===== src/rtl/cfc_pkg.sv =====
package cfc_pkg;

  typedef enum logic [2:0] {
    FLT_NONE  = 3'd0,
    FLT_L_5V  = 3'd1,
    FLT_H_5V  = 3'd2,
    FLT_L_GND = 3'd3,
    FLT_H_GND = 3'd4,
    FLT_L_BAT = 3'd5,
    FLT_H_BAT = 3'd6,
    FLT_CLAMP = 3'd7
  } flt_e;

  typedef struct packed {
    logic sup_h;
    logic sup_l;
    logic gnd_h;
    logic gnd_l;
  } cmp_t;

  // Priority decode of a recessive/dominant snapshot pair
  function automatic flt_e classify(cmp_t r, cmp_t d);
    if (!r.gnd_h && !r.gnd_l) return d.gnd_h ? FLT_L_GND : FLT_H_GND;
    if (r.sup_h && r.sup_l)   return d.sup_l ? FLT_L_BAT : FLT_H_BAT;
    if (d.sup_l)              return FLT_L_5V;
    if (d.sup_h)              return FLT_H_5V;
    return FLT_NONE;
  endfunction

endpackage


===== src/rtl/cfc_phase_sampler.sv =====
module cfc_phase_sampler
  import cfc_pkg::*;
#(
  parameter int SAMPLE_DLY = 3
) (
  input  logic clk,
  input  logic rst,
  input  logic txd,
  input  cmp_t cmp,
  output cmp_t rec_s,
  output cmp_t dom_s,
  output logic pair_v
);
  localparam int CW = $clog2(SAMPLE_DLY + 1);
  localparam logic [CW-1:0] LAST = CW'(SAMPLE_DLY - 1);

  logic          txd_q;
  logic [CW-1:0] cnt;
  logic          arm_rec, arm_dom, rec_have;
  logic          rise, fall;

  assign rise = txd & ~txd_q;
  assign fall = ~txd & txd_q;

  always_ff @(posedge clk) begin
    if (rst) begin
      txd_q    <= 1'b0;
      cnt      <= '0;
      arm_rec  <= 1'b0;
      arm_dom  <= 1'b0;
      rec_have <= 1'b0;
      pair_v   <= 1'b0;
      rec_s    <= '0;
      dom_s    <= '0;
    end else begin
      txd_q  <= txd;
      pair_v <= 1'b0;
      if (rise) begin
        cnt      <= '0;
        arm_rec  <= 1'b1;
        arm_dom  <= 1'b0;
        rec_have <= 1'b0;
      end else if (fall) begin
        cnt     <= '0;
        arm_dom <= 1'b1;
        arm_rec <= 1'b0;
      end else if (arm_rec || arm_dom) begin
        if (cnt == LAST) begin
          if (arm_rec) begin
            rec_s    <= cmp;
            rec_have <= 1'b1;
            arm_rec  <= 1'b0;
          end else begin
            dom_s    <= cmp;
            arm_dom  <= 1'b0;
            rec_have <= 1'b0;
            pair_v   <= rec_have;
          end
        end else begin
          cnt <= cnt + 1'b1;
        end
      end
    end
  end

  assert_one_phase_R5: assert property (@(posedge clk) disable iff (rst)
    !(arm_rec && arm_dom));
  assert_pair_after_dom_R5: assert property (@(posedge clk) disable iff (rst)
    pair_v |-> $past(arm_dom) && !txd_q);

endmodule


===== src/rtl/cfc_classify.sv =====
module cfc_classify
  import cfc_pkg::*;
(
  input  logic clk,
  input  logic rst,
  input  logic pair_v,
  input  cmp_t rec_s,
  input  cmp_t dom_s,
  output logic cls_v,
  output flt_e cls_code
);
  always_ff @(posedge clk) begin
    if (rst) begin
      cls_v    <= 1'b0;
      cls_code <= FLT_NONE;
    end else begin
      cls_v <= pair_v;
      if (pair_v) cls_code <= classify(rec_s, dom_s);
    end
  end

  assert_no_clamp_code_R2: assert property (@(posedge clk) disable iff (rst)
    cls_v |-> cls_code != FLT_CLAMP);

endmodule


===== src/rtl/cfc_confirm.sv =====
module cfc_confirm
  import cfc_pkg::*;
#(
  parameter int CONFIRM_N = 5
) (
  input  logic clk,
  input  logic rst,
  input  logic cls_v,
  input  flt_e cls_code,
  output logic conf_p,
  output flt_e conf_code
);
  localparam int CW = $clog2(CONFIRM_N + 1);
  localparam logic [CW-1:0] TOP  = CW'(CONFIRM_N);
  localparam logic [CW-1:0] PREV = CW'(CONFIRM_N - 1);

  flt_e          cand;
  logic [CW-1:0] cnt;

  always_ff @(posedge clk) begin
    if (rst) begin
      cand      <= FLT_NONE;
      cnt       <= '0;
      conf_p    <= 1'b0;
      conf_code <= FLT_NONE;
    end else begin
      conf_p <= 1'b0;
      if (cls_v) begin
        if (cls_code == cand && cnt != '0) begin
          if (cnt != TOP) cnt <= cnt + 1'b1;
          if (cnt == PREV && cand != FLT_NONE) begin
            conf_p    <= 1'b1;
            conf_code <= cand;
          end
        end else begin
          cand <= cls_code;
          cnt  <= CW'(1);
        end
      end
    end
  end

  assert_count_bound_R6: assert property (@(posedge clk) disable iff (rst)
    cnt <= TOP);
  assert_confirm_nonzero_R6: assert property (@(posedge clk) disable iff (rst)
    conf_p |-> conf_code != FLT_NONE && cnt == TOP);
  assert_restart_R7: assert property (@(posedge clk) disable iff (rst)
    cls_v && cls_code != cand |=> cnt == CW'(1));

endmodule


===== src/rtl/cfc_dom_timer.sv =====
module cfc_dom_timer #(
  parameter int DOM_TIMEOUT = 40
) (
  input  logic clk,
  input  logic rst,
  input  logic rx_dom,
  output logic clamp_p
);
  localparam int CW = $clog2(DOM_TIMEOUT + 1);
  localparam logic [CW-1:0] LIM  = CW'(DOM_TIMEOUT);
  localparam logic [CW-1:0] LIM1 = CW'(DOM_TIMEOUT - 1);

  logic [CW-1:0] run;

  always_ff @(posedge clk) begin
    if (rst) begin
      run     <= '0;
      clamp_p <= 1'b0;
    end else begin
      clamp_p <= rx_dom && run == LIM1;
      if (!rx_dom)         run <= '0;
      else if (run != LIM) run <= run + 1'b1;
    end
  end

  assert_clamp_needs_dom_R8: assert property (@(posedge clk) disable iff (rst)
    clamp_p |-> $past(rx_dom));
  assert_run_clears_R8: assert property (@(posedge clk) disable iff (rst)
    !rx_dom |=> run == '0 && !clamp_p);

endmodule


===== src/rtl/can_fault_confirm.sv =====
module can_fault_confirm
  import cfc_pkg::*;
#(
  parameter int SAMPLE_DLY  = 3,
  parameter int CONFIRM_N   = 5,
  parameter int DOM_TIMEOUT = 40
) (
  input  logic       clk,
  input  logic       rst,
  input  logic       txd,
  input  logic       rx_dom,
  input  logic       cmp_gnd_h,
  input  logic       cmp_gnd_l,
  input  logic       cmp_sup_h,
  input  logic       cmp_sup_l,
  input  logic       clr_fail,
  output logic [2:0] fault_code,
  output logic       bus_fail,
  output logic       fault_event
);
  cmp_t cmp_now, rec_s, dom_s;
  logic pair_v, cls_v, conf_p, clamp_p, new_v;
  flt_e cls_code, conf_code, new_code;
  flt_e code_q;

  assign cmp_now = '{sup_h: cmp_sup_h, sup_l: cmp_sup_l, gnd_h: cmp_gnd_h, gnd_l: cmp_gnd_l};

  cfc_phase_sampler #(.SAMPLE_DLY(SAMPLE_DLY)) u_sampler (
    .clk(clk), .rst(rst), .txd(txd), .cmp(cmp_now),
    .rec_s(rec_s), .dom_s(dom_s), .pair_v(pair_v)
  );

  cfc_classify u_classify (
    .clk(clk), .rst(rst), .pair_v(pair_v), .rec_s(rec_s), .dom_s(dom_s),
    .cls_v(cls_v), .cls_code(cls_code)
  );

  cfc_confirm #(.CONFIRM_N(CONFIRM_N)) u_confirm (
    .clk(clk), .rst(rst), .cls_v(cls_v), .cls_code(cls_code),
    .conf_p(conf_p), .conf_code(conf_code)
  );

  cfc_dom_timer #(.DOM_TIMEOUT(DOM_TIMEOUT)) u_dom_timer (
    .clk(clk), .rst(rst), .rx_dom(rx_dom), .clamp_p(clamp_p)
  );

  // Clamp takes precedence when both sources report in the same clock
  assign new_v    = conf_p | clamp_p;
  assign new_code = clamp_p ? FLT_CLAMP : conf_code;

  always_ff @(posedge clk) begin
    if (rst) begin
      bus_fail    <= 1'b0;
      code_q      <= FLT_NONE;
      fault_event <= 1'b0;
    end else begin
      fault_event <= 1'b0;
      if (new_v) begin
        code_q      <= new_code;
        bus_fail    <= 1'b1;
        fault_event <= !bus_fail || clr_fail;
      end else if (clr_fail) begin
        bus_fail <= 1'b0;
        code_q   <= FLT_NONE;
      end
    end
  end

  assign fault_code = code_q;

  assert_flag_sticky_R9: assert property (@(posedge clk) disable iff (rst)
    bus_fail && !clr_fail |=> bus_fail);
  assert_no_second_event_R10: assert property (@(posedge clk) disable iff (rst)
    bus_fail && !clr_fail |=> !fault_event);
  assert_event_sets_flag_R10: assert property (@(posedge clk) disable iff (rst)
    fault_event |-> bus_fail);
  assert_flag_has_code_R9: assert property (@(posedge clk) disable iff (rst)
    bus_fail |-> fault_code != 3'd0);

endmodule


===== config.mk =====
export PLATFORM = sky130hd
export DESIGN_NAME = can_fault_confirm
export DESIGN_NICKNAME = d
export VERILOG_FILES = /design/src/rtl/cfc_pkg.sv /design/src/rtl/cfc_phase_sampler.sv /design/src/rtl/cfc_classify.sv /design/src/rtl/cfc_confirm.sv /design/src/rtl/cfc_dom_timer.sv /design/src/rtl/can_fault_confirm.sv
export SDC_FILE = /design/constraint.sdc
export NUM_CORES = 1
export LEC_CHECK = 0
export BUFFER_PORTS_ARGS = -buffer_cell sky130_fd_sc_hd__clkbuf_2
export CAP_MARGIN = 25
export CORE_MARGIN = 1
export CORE_UTILIZATION = 46
export CTS_BUF_LIST = sky130_fd_sc_hd__clkbuf_8 sky130_fd_sc_hd__clkbuf_16
export CTS_CLUSTER_SIZE = 30
export DETAILED_ROUTE_END_ITERATION = 8
export GPL_TIMING_DRIVEN = 1
export HOLD_SLACK_MARGIN = 0.03
export SYNTH_ARGS = -nofsm -noshare
export SYNTH_HDL_FRONTEND = slang
export SYNTH_SLANG_ARGS = --single-unit

===== constraint.sdc =====
create_clock -name clk -period 2 [get_ports clk]
set_input_delay 0.4 -clock clk [delete_from_list [all_inputs] [get_ports clk]]
set_output_delay 0.4 -clock clk [all_outputs]
set_load 0.005 [all_outputs]

Yosys cells after proc, flatten, opt, wreduce, memory -nomap -nowiden
Cells that the tools add are included.
W data, S select, Z words.
{"block": "totals", "reg_bits": 40, "input_bits": 9, "output_inout_bits": 5, "word_cells": 126}
{"block": "classes", "addsub": 3, "n_eq_ne": 8, "n_mux": 45, "n_bitwise": 14, "reduce_logical": 32}
{"operator": "$mux W3", "n": 14}
{"operator": "$mux W1", "n": 30}
{"operator": "$reduce_bool A3 Y1", "n": 4}
{"operator": "$not A1 Y1", "n": 11}
{"operator": "$reduce_and A5 Y1", "n": 2}
{"operator": "$reduce_and A3 Y1", "n": 3}
{"operator": "$reduce_and A2 Y1", "n": 4}
{"operator": "$add A6 B1 Y6 const B", "n": 1}
{"operator": "$eq A6 B6 Y1 const B", "n": 1}
{"operator": "$ne A6 B6 Y1 const B", "n": 1}
{"operator": "$reduce_bool A2 Y1", "n": 3}
{"operator": "$reduce_or A2 Y1", "n": 3}
{"operator": "$reduce_or A3 Y1", "n": 2}
{"operator": "$reduce_or A6 Y1", "n": 1}
{"operator": "$logic_and A1 B1 Y1", "n": 5}
{"operator": "$ne A2 B2 Y1 const B", "n": 2}
{"operator": "$add A3 B1 Y3 const B", "n": 1}
{"operator": "$eq A3 B3 Y1", "n": 1}
{"operator": "$eq A3 B3 Y1 const B", "n": 1}
{"operator": "$logic_not A1 Y1", "n": 3}
{"operator": "$ne A3 B3 Y1 const B", "n": 1}
{"operator": "$add A2 B1 Y2 const B", "n": 1}
{"operator": "$and A1 B1 Y1", "n": 2}
{"operator": "$eq A2 B2 Y1 const B", "n": 1}
{"operator": "other kinds (3)", "n": 4}

Depth between registers and ports, before layout
Gate-level depths: netlist of the first run.
{"block": "logic_depth", "ltp_word": 21, "ltp_mapped": 7, "mapped_depth_nobuf": 6}

Hierarchy
A second synthesis of the first run with hierarchy kept.
{"block": "hier_totals", "hier_cells": 192, "hier_area_um2": 1898.1}
{"mod": "cfc_phase_sampler", "n_inst": 1, "cells_each": 67, "area_each_um2": 693.2, "seq_area_each_um2": 300.3}
{"mod": "cfc_confirm", "n_inst": 1, "cells_each": 53, "area_each_um2": 521.8, "seq_area_each_um2": 200.2}
{"mod": "cfc_dom_timer", "n_inst": 1, "cells_each": 35, "area_each_um2": 337.8, "seq_area_each_um2": 140.1}
{"mod": "can_fault_confirm", "n_inst": 1, "cells_each": 19, "area_each_um2": 182.7, "seq_area_each_um2": 100.1}
{"mod": "cfc_classify", "n_inst": 1, "cells_each": 18, "area_each_um2": 162.7, "seq_area_each_um2": 80.1}

Least setup slack after synthesis of the first run
No wires, ideal clock.
{"block": "synth_path", "kind": "input -> register", "start": "input txd", "end": "register, netlist name u_sampler.dom_s[2]", "setup_time_ns": 0.129, "arrival_time_ns": 1.477, "required_time_ns": 1.871, "setup_slack_ns": 0.394, "cell_stages": 7, "path_buffers": 1, "path_cell_list": "inv_1 -> ha_1 -> nand3b_1 -> or3_1 -> clkbuf_1 -> mux2i_1 -> nor2_1"}
{"block": "synth_between", "elab_chain_len": 4, "elab_cells_between_ends": 6, "classes_between": "bitwise (5); reduce/logical (1)"}
{"element": "from (decl)", "line_no": "can_fault_confirm.sv:10", "text": "input logic txd,"}
{"element": "$not A1 Y1", "line_no": "cfc_phase_sampler.sv:23", "text": "assign fall = ~txd & txd_q;"}
{"element": "$and A1 B1 Y1", "line_no": "cfc_phase_sampler.sv:23"}
{"element": "named net u_sampler.fall", "line_no": "cfc_phase_sampler.sv:20", "text": "logic rise, fall;"}
{"element": "$not A1 Y1 (no source line)"}
{"element": "$reduce_and A5 Y1 (no source line)"}
The timed path passes the listed nets, and every way through them passes these cells.
A chain may end at the register's enable or synchronous reset.

Worst setup path in the final report of the first run
{"block": "layout_path", "start": "register u_confirm.cnt[0]", "end": "register u_confirm.cnt[2]"}
{"block": "layout_between", "elab_chain_len": 4, "elab_cells_between_ends": 8, "classes_between": "add/sub (1); eq/ne (2); mux (2); reduce/logical (3)"}
{"element": "from (decl)", "line_no": "cfc_confirm.sv:18", "text": "logic [CW-1:0] cnt;"}
{"element": "from (signal assigned)", "line_no": "cfc_confirm.sv:30", "text": "if (cnt != TOP) cnt <= cnt + 1'b1;"}
{"element": "parallel branches: the longest is 4 deep, another holds $add A3 B1 Y3"}
Several ways; the timed one is not identified. The select of a mux whose other input is x is not followed.

==> out/qor.txt, run 1 <==
Vias per inst -> 5.22
Distinct cells, synth -> 40
Number of antenna violations at the first check in global routing -> 0
Post-synthesis area per instance -> 9.48 um2
R2R depth -> 5
DRC errors left -> 0
Total track usage -> 16.4%
Rel. slew slack -> 70.1%
Hold_buf cts -> 0
Routability congestion estimate -> 0.723
# IOs -> 14
Share of post-route cells with drive strength above 1 -> 16.0%
Via count -> 1325
DR pass1 iterations -> 4
Endpoint class of the critical path -> flop
Port bufs -> 13
Commonest non-fill, non-tap cell in the layout -> dfxtp_1
Main area contributors after synthesis -> dfxtp_1 (44%), mux2i_1 (7.8%), nor2_1 (5.6%), ha_1 (5.6%), a21oi_1 (3.1%)
Internal power -> 1.27 mW
N_diodes -> 0
CTS Buf Count -> 5
Initial Util -> 48.5%
CP Depth -> 5
Clock network power share -> 44.8%
Clock Skew -> 0.00435 ns
Yosys warns -> 0
Remaining Overflow, GRT -> 0
Die X -> 64.6 um
Psw -> 313 uW
Min-Delay Path Class -> input pin to flop
CP top delay family -> compound AO/OA/AOI/OAI gates
Critical Path, Cell by Cell -> inv_1 > ha_1 > a2111oi_4 > o21ai_2 > a211oi_2
RSZ-0062 raised after global routing -> no
Synth Net Count -> 207
Most frequent cells in the layout -> dfxtp_1 (40), nor2_1 (27), mux2i_1 (14)
Seq cells post-synth -> 40
Post-Route WL -> 2.99 mm
H-tree depth -> 2
CP startpoint kind -> flop
Max Fclk -> 643 MHz
Synthesis-to-finish area growth -> 13.0%
Final worst-path cycle share -> 77.8%
Max incr delay on CP -> 0.44 ns
Comb pwr share -> 4.0%
Worst EP required -> 2.21 ns
Post-synthesis sequential area ratio -> 44.4%
Final setup viols -> 0
Worst-Margin Slew -> 0.448 ns
Worst Path Max Fanout -> 4
Power Dens Cells -> 779 mW/mm2
Postcts setup bufs -> 0
Final-report hold violation count -> 0
Clock period minus worst slack -> 1.56 ns
Core box area -> 0.00372 mm2
Post-DP HPWL -> 2.11 mm
CTS Buffer Depth -> 2
Clock latency on the worst-skew pair -> 0.29 ns
Vias in the first global route -> 1245
Post-cts gate resize count -> 0
First-pass GRT wire length -> 5.33 mm
Worst hold stages -> 3
Cell Area, Synth -> 0.00180 mm2
Clock sinks -> 40
Maximum vdd drop -> 480 uV
Flop pwr share -> 51.2%
Critical setup path kind -> flop to flop
CTS Root Cell -> clkbuf_8
Status -> complete, no violations
Fin Hold WS -> 0.356 ns
Die area -> 0.00417 mm2
Largest net degree at the start of global routing -> 38
Final ANT Viol Nets -> 0
Filler cell count -> 340
Clock slew at the register clock pins of the worst setup and hold paths -> 0.07 ns
Worst endpoint data arrival time -> 1.77 ns
Sw frac -> 19.7%
Yosys top cell area share -> 44.4%
Slowest-stage cell, CP -> a2111oi_4
Pins Over Slew Limit -> 0
WL per Instance -> 11.8 um
Static Leakage -> 0.776 nW
CTS tree -> yes
Die Y -> 64.6 um
Max-cap viol count -> 0
DRT iter0 DRCs -> 95
Worst path bufs/invs -> 1
Total Nets Final -> 222
Cells after Synth -> 190
Fin Setup TNS -> 0 ns
Placement Rows -> 22
Internal reg-to-reg setup slack -> 0.44 ns
Yosys top cell by area -> dfxtp_1
-- logic make-up after synthesis --
kind of cell | Yosys count | share of synthesized area, %
muxes | 14 | 7.78
DFF | 40 | 44.4
AOI/OAI and AO/OA | 29 | 12.2
adders and majority gates | 8 | 5.56
and+or+nand+nor | 74 | 21.3
xor gates and xnor gates | 9 | 5.21
buffers and inverters | 16 | 3.47
-- path summary, 6_finish.rpt --
check	startpoint	endpoint
worst max register to register	u_confirm.cnt[0]	u_confirm.cnt[2]
worst min-delay path	cmp_gnd_l	u_sampler.rec_s[0]
worst min register to register	u_confirm.conf_code[1]	u_confirm.conf_code[1]
worst max-delay path	u_confirm.cnt[0]	u_confirm.cnt[2]
-- metal layers --
layer | vias up | GRT usage, % | routed length (um)
met5 | - | 0 | 0
met4 | 0 | 8.06 | 37
met3 | 4 | 4.40 | 84
met2 | 15 | 26.2 | 1400
met1 | 617 | 20.4 | 1470
li1 | 689 | - | -
-- Yosys cell counts --
| master | count |
|---|---|
| dfxtp_1 | 40 |
| nor2_1 | 27 |
| mux2i_1 | 14 |
| a21oi_1 | 11 |
| inv_1 | 10 |
| ha_1 | 8 |
| nand2b_1 | 8 |
| nand2_1 | 7 |
| nor3_1 | 7 |
| nand3_1 | 5 |
| nor4_1 | 5 |
| clkbuf_1 | 4 |
| o21ai_0 | 4 |
| xnor2_1 | 4 |
| or3b_2 | 3 |
| xor2_1 | 3 |
| buf_2 | 2 |
| nand3b_1 | 2 |
| nor2b_1 | 2 |
| nor3b_1 | 2 |
| or2b_1 | 2 |
| xor2_2 | 2 |
| a2111oi_4 | 1 |
| a211oi_2 | 1 |
| a21o_1 | 1 |
| a22oi_1 | 1 |
| a311oi_1 | 1 |
| a31o_2 | 1 |
| a32oi_1 | 1 |
| a41o_1 | 1 |
| nand4_1 | 1 |
| nand4b_1 | 1 |
| nor3_2 | 1 |
| o211ai_1 | 1 |
| o21ai_2 | 1 |
| o21ba_2 | 1 |
| o311a_1 | 1 |
| o311ai_0 | 1 |
| o41ai_1 | 1 |
| or3_1 | 1 |
-- power groups by stage --
stage          sequential [mW]  combinational (mW)  clock, mW
3_3_place_gp             0.830              0.0618          0
4_1_cts                  0.811              0.0649      0.729
2_1_floorplan            0.829              0.0460          0
5_1_grt                  0.812              0.0734      0.756
6_report                 0.812              0.0641      0.710
3_5_place_dp             0.830              0.0650          0
-- cell type report --
cell class	count	area, um2	share of cell area, %
Clock buffer	7	96.3	4.73
Clock inverter	1	30.0	1.48
Inverter	10	37.5	1.84
Multi-Input combinational cell	134	938	46.1
Sequential cell	40	801	39.3
Tap cell	48	60.1	2.95
Timing Repair Buffer	14	72.6	3.56
-- sequential cells by signal, summed over array words and instances (netlist names), 2 cells and up --
name / flops
u_sampler.dom_s: 3
u_confirm.cand: 3
u_dom_timer.run: 6
u_sampler.cnt: 2
u_classify.cls_code: 3
u_confirm.cnt: 3
u_confirm.conf_code: 3
fault_code: 3
u_sampler.rec_s: 4
-- per-stage QoR --
stage	setup WS, ns	cell area (um2)	cells	util, %	total power, mW
floorplan	0.394	1800	190	-	0.875
global placement	0.285	1910	246	51.4	0.892
detailed placement	0.219	1910	246	51.4	0.895
CTS	0.430	2040	254	54.8	1.61
global route	0.343	2040	254	54.8	1.64
finish	0.444	2040	254	54.8	1.59
-- tightest hold or removal path, cell delays in order --
cell      delay (ns)
clkbuf_2        0.07
mux2i_1         0.05
nor2_1          0.08
(Power assumes the default switching activity.)
==> run 2: changes to the inputs <==
==> constraint.sdc (replaced) <==
create_clock -name clk -period 1.5 [get_ports clk]
set_input_delay 0.3 -clock clk [delete_from_list [all_inputs] [get_ports clk]]
set_output_delay 0.3 -clock clk [all_outputs]
set_load 0.005 [all_outputs]
==> run 2 against run 1 <==
Against the previous run: clock power about the same; critical path depth unchanged; maximum frequency increased by 10%; power increased by 19%; clock-buffer cell count decreased by 1; non-clock buffer count increased by 8; first-iteration DRC count decreased by 26%; sequential share of layout area decreased by 1.1 points; via count increased by 2.8%; utilization increased by 1.8 points; critical endpoint is now u_confirm.cnt[0]; largest cell class unchanged.
==> out/qor.txt, run 2 (same netlist as run 1, synthesis figures left out) <==
Status -> complete, no violations
Max Fclk -> 708 MHz
Fin Hold WS -> 0.252 ns
Top Registers -> u_dom_timer.run (6), u_sampler.rec_s (4)
Hold_buf cts -> 0
Die Y -> 64.6 um
Remaining Overflow, GRT -> 0
Largest net degree at the start of global routing -> 38
CTS Root Cell -> clkbuf_8
Core box area -> 0.00372 mm2
CP startpoint kind -> flop
Clock latency on the worst-skew pair -> 0.28 ns
Worst endpoint data arrival time -> 1.58 ns
Static Leakage -> 0.815 nW
Critical Path, Cell by Cell -> inv_1 > ha_4 > a2111oi_4 > a41o_1 > a21oi_1
Via count -> 1362
CTS tree -> yes
Port bufs -> 13
Max incr delay on CP -> 0.43 ns
Most frequent cells in the layout -> dfxtp_1 (37), nor2_1 (27), mux2i_1 (14)
Max-cap viol count -> 0
Total Nets Final -> 230
Post-route setup slack -> 0.0871 ns
CTS Buffer Depth -> 2
Final setup viols -> 0
Pre-CTS setup slack -> -0.0756 ns
Final ANT Viol Nets -> 0
Vias per inst -> 5.20
H-tree depth -> 2
Post-DP HPWL -> 2.26 mm
Clock sinks -> 40
Critical setup path kind -> flop to flop
Fin util -> 56.6%
Die X -> 64.6 um
Placement Rows -> 22
Endpoint class of the critical path -> flop
WL per Instance -> 12.1 um
Clock Skew -> 0.00196 ns
DRT iter0 DRCs -> 70
Synthesis-to-finish area growth -> 16.7%
Number of antenna violations at the first check in global routing -> 0
Final-report hold violation count -> 0
Worst EP required -> 1.67 ns
CTS Buf Count -> 5
Final worst-path cycle share -> 94.2%
# IOs -> 14
Post-Route WL -> 3.16 mm
Vias in the first global route -> 1332
Clock slew at the register clock pins of the worst setup and hold paths -> 0.07 ns
Share of post-route cells with drive strength above 1 -> 22.0%
Routability congestion estimate -> 0.748
Min-Delay Path Class -> input pin to flop
Total track usage -> 17.2%
Worst-Margin Slew -> 0.367 ns
Largest Register -> u_dom_timer.run
Power Dens Cells -> 900 mW/mm2
Slowest-stage cell, CP -> a2111oi_4
Initial Util -> 48.5%
Max reg flops -> 6
Die area -> 0.00417 mm2
N_diodes -> 0
Commonest non-fill, non-tap cell in the layout -> dfxtp_1
Pins Over Slew Limit -> 0
DR pass1 iterations -> 4
Rel. slew slack -> 75.5%
First-pass GRT wire length -> 5.55 mm
Maximum vdd drop -> 609 uV
Fin Setup TNS -> 0 ns
DRC errors left -> 0
Clock period minus worst slack -> 1.41 ns
Worst Path Max Fanout -> 4
[run 2: power breakdown]
group | internal (mW) | switching (mW) | total [mW]
Clock | 0.367 | 0.346 | 0.712
Combinational | 0.0476 | 0.0506 | 0.0982
Sequential | 1.07 | 0.0102 | 1.08
Total | 1.49 | 0.406 | 1.89
[run 2: area by class of cell]
type                            count  area (um2)
Fill cell                         346        1610
Sequential cell                    40         805
Inverter                           10        37.5
Clock inverter                      2        10.0
Multi-Input combinational cell    134         963
Tap cell                           48        60.1
Timing Repair Buffer               22         145
Clock buffer                        6        82.6
[run 2: final timing paths]
kind,from,endpoint,slack (ns),depth (start not counted)
max,u_confirm.cnt[1],u_confirm.cnt[0],0.09,5
min,cmp_gnd_l,u_sampler.rec_s[0],0.25,3
max reg2reg,u_confirm.cnt[1],u_confirm.cnt[0],0.09,5
min reg2reg,u_confirm.conf_code[2],u_confirm.conf_code[2],0.48,2
[run 2: critical path: cells and delay by family, from the launching register on]
kind,cells,cell delay (ns)
flip-flops,1,0.32
AO/OA/AOI/OAI,3,0.71
buffers and inverters,1,0.07
adder cells (fa/ha/maj),1,0.18
[run 2: timing repair]
item                                    4_1_cts  5_1_grt
pin swaps                                     1        3
endpoints found under the setup margin        3        4
gates resized for setup                       1        6
buffers inserted                              0        1
endpoints found under the hold margin         0        0
[run 2: per-stage QoR]
| stage | power (mW) | std cells | instance area (um2) |
|---|---|---|---|
| 2_1_floorplan | 1.17 | 190 | 1800 |
| 3_3_place_gp | 1.20 | 253 | 1970 |
| 3_5_place_dp | 1.21 | 253 | 1970 |
| 4_1_cts | 1.92 | 261 | 2070 |
| 5_1_grt | 1.99 | 262 | 2100 |
| 6_report | 1.89 | 262 | 2100 |
[run 2: layer usage]
layer,global-route usage [%],wire length [um],share of wire [%]
met3,5.81,104,3.3
met1,19.3,1470,47
met5,0,0,0
met4,7.50,70,2.2
met2,29.2,1510,48
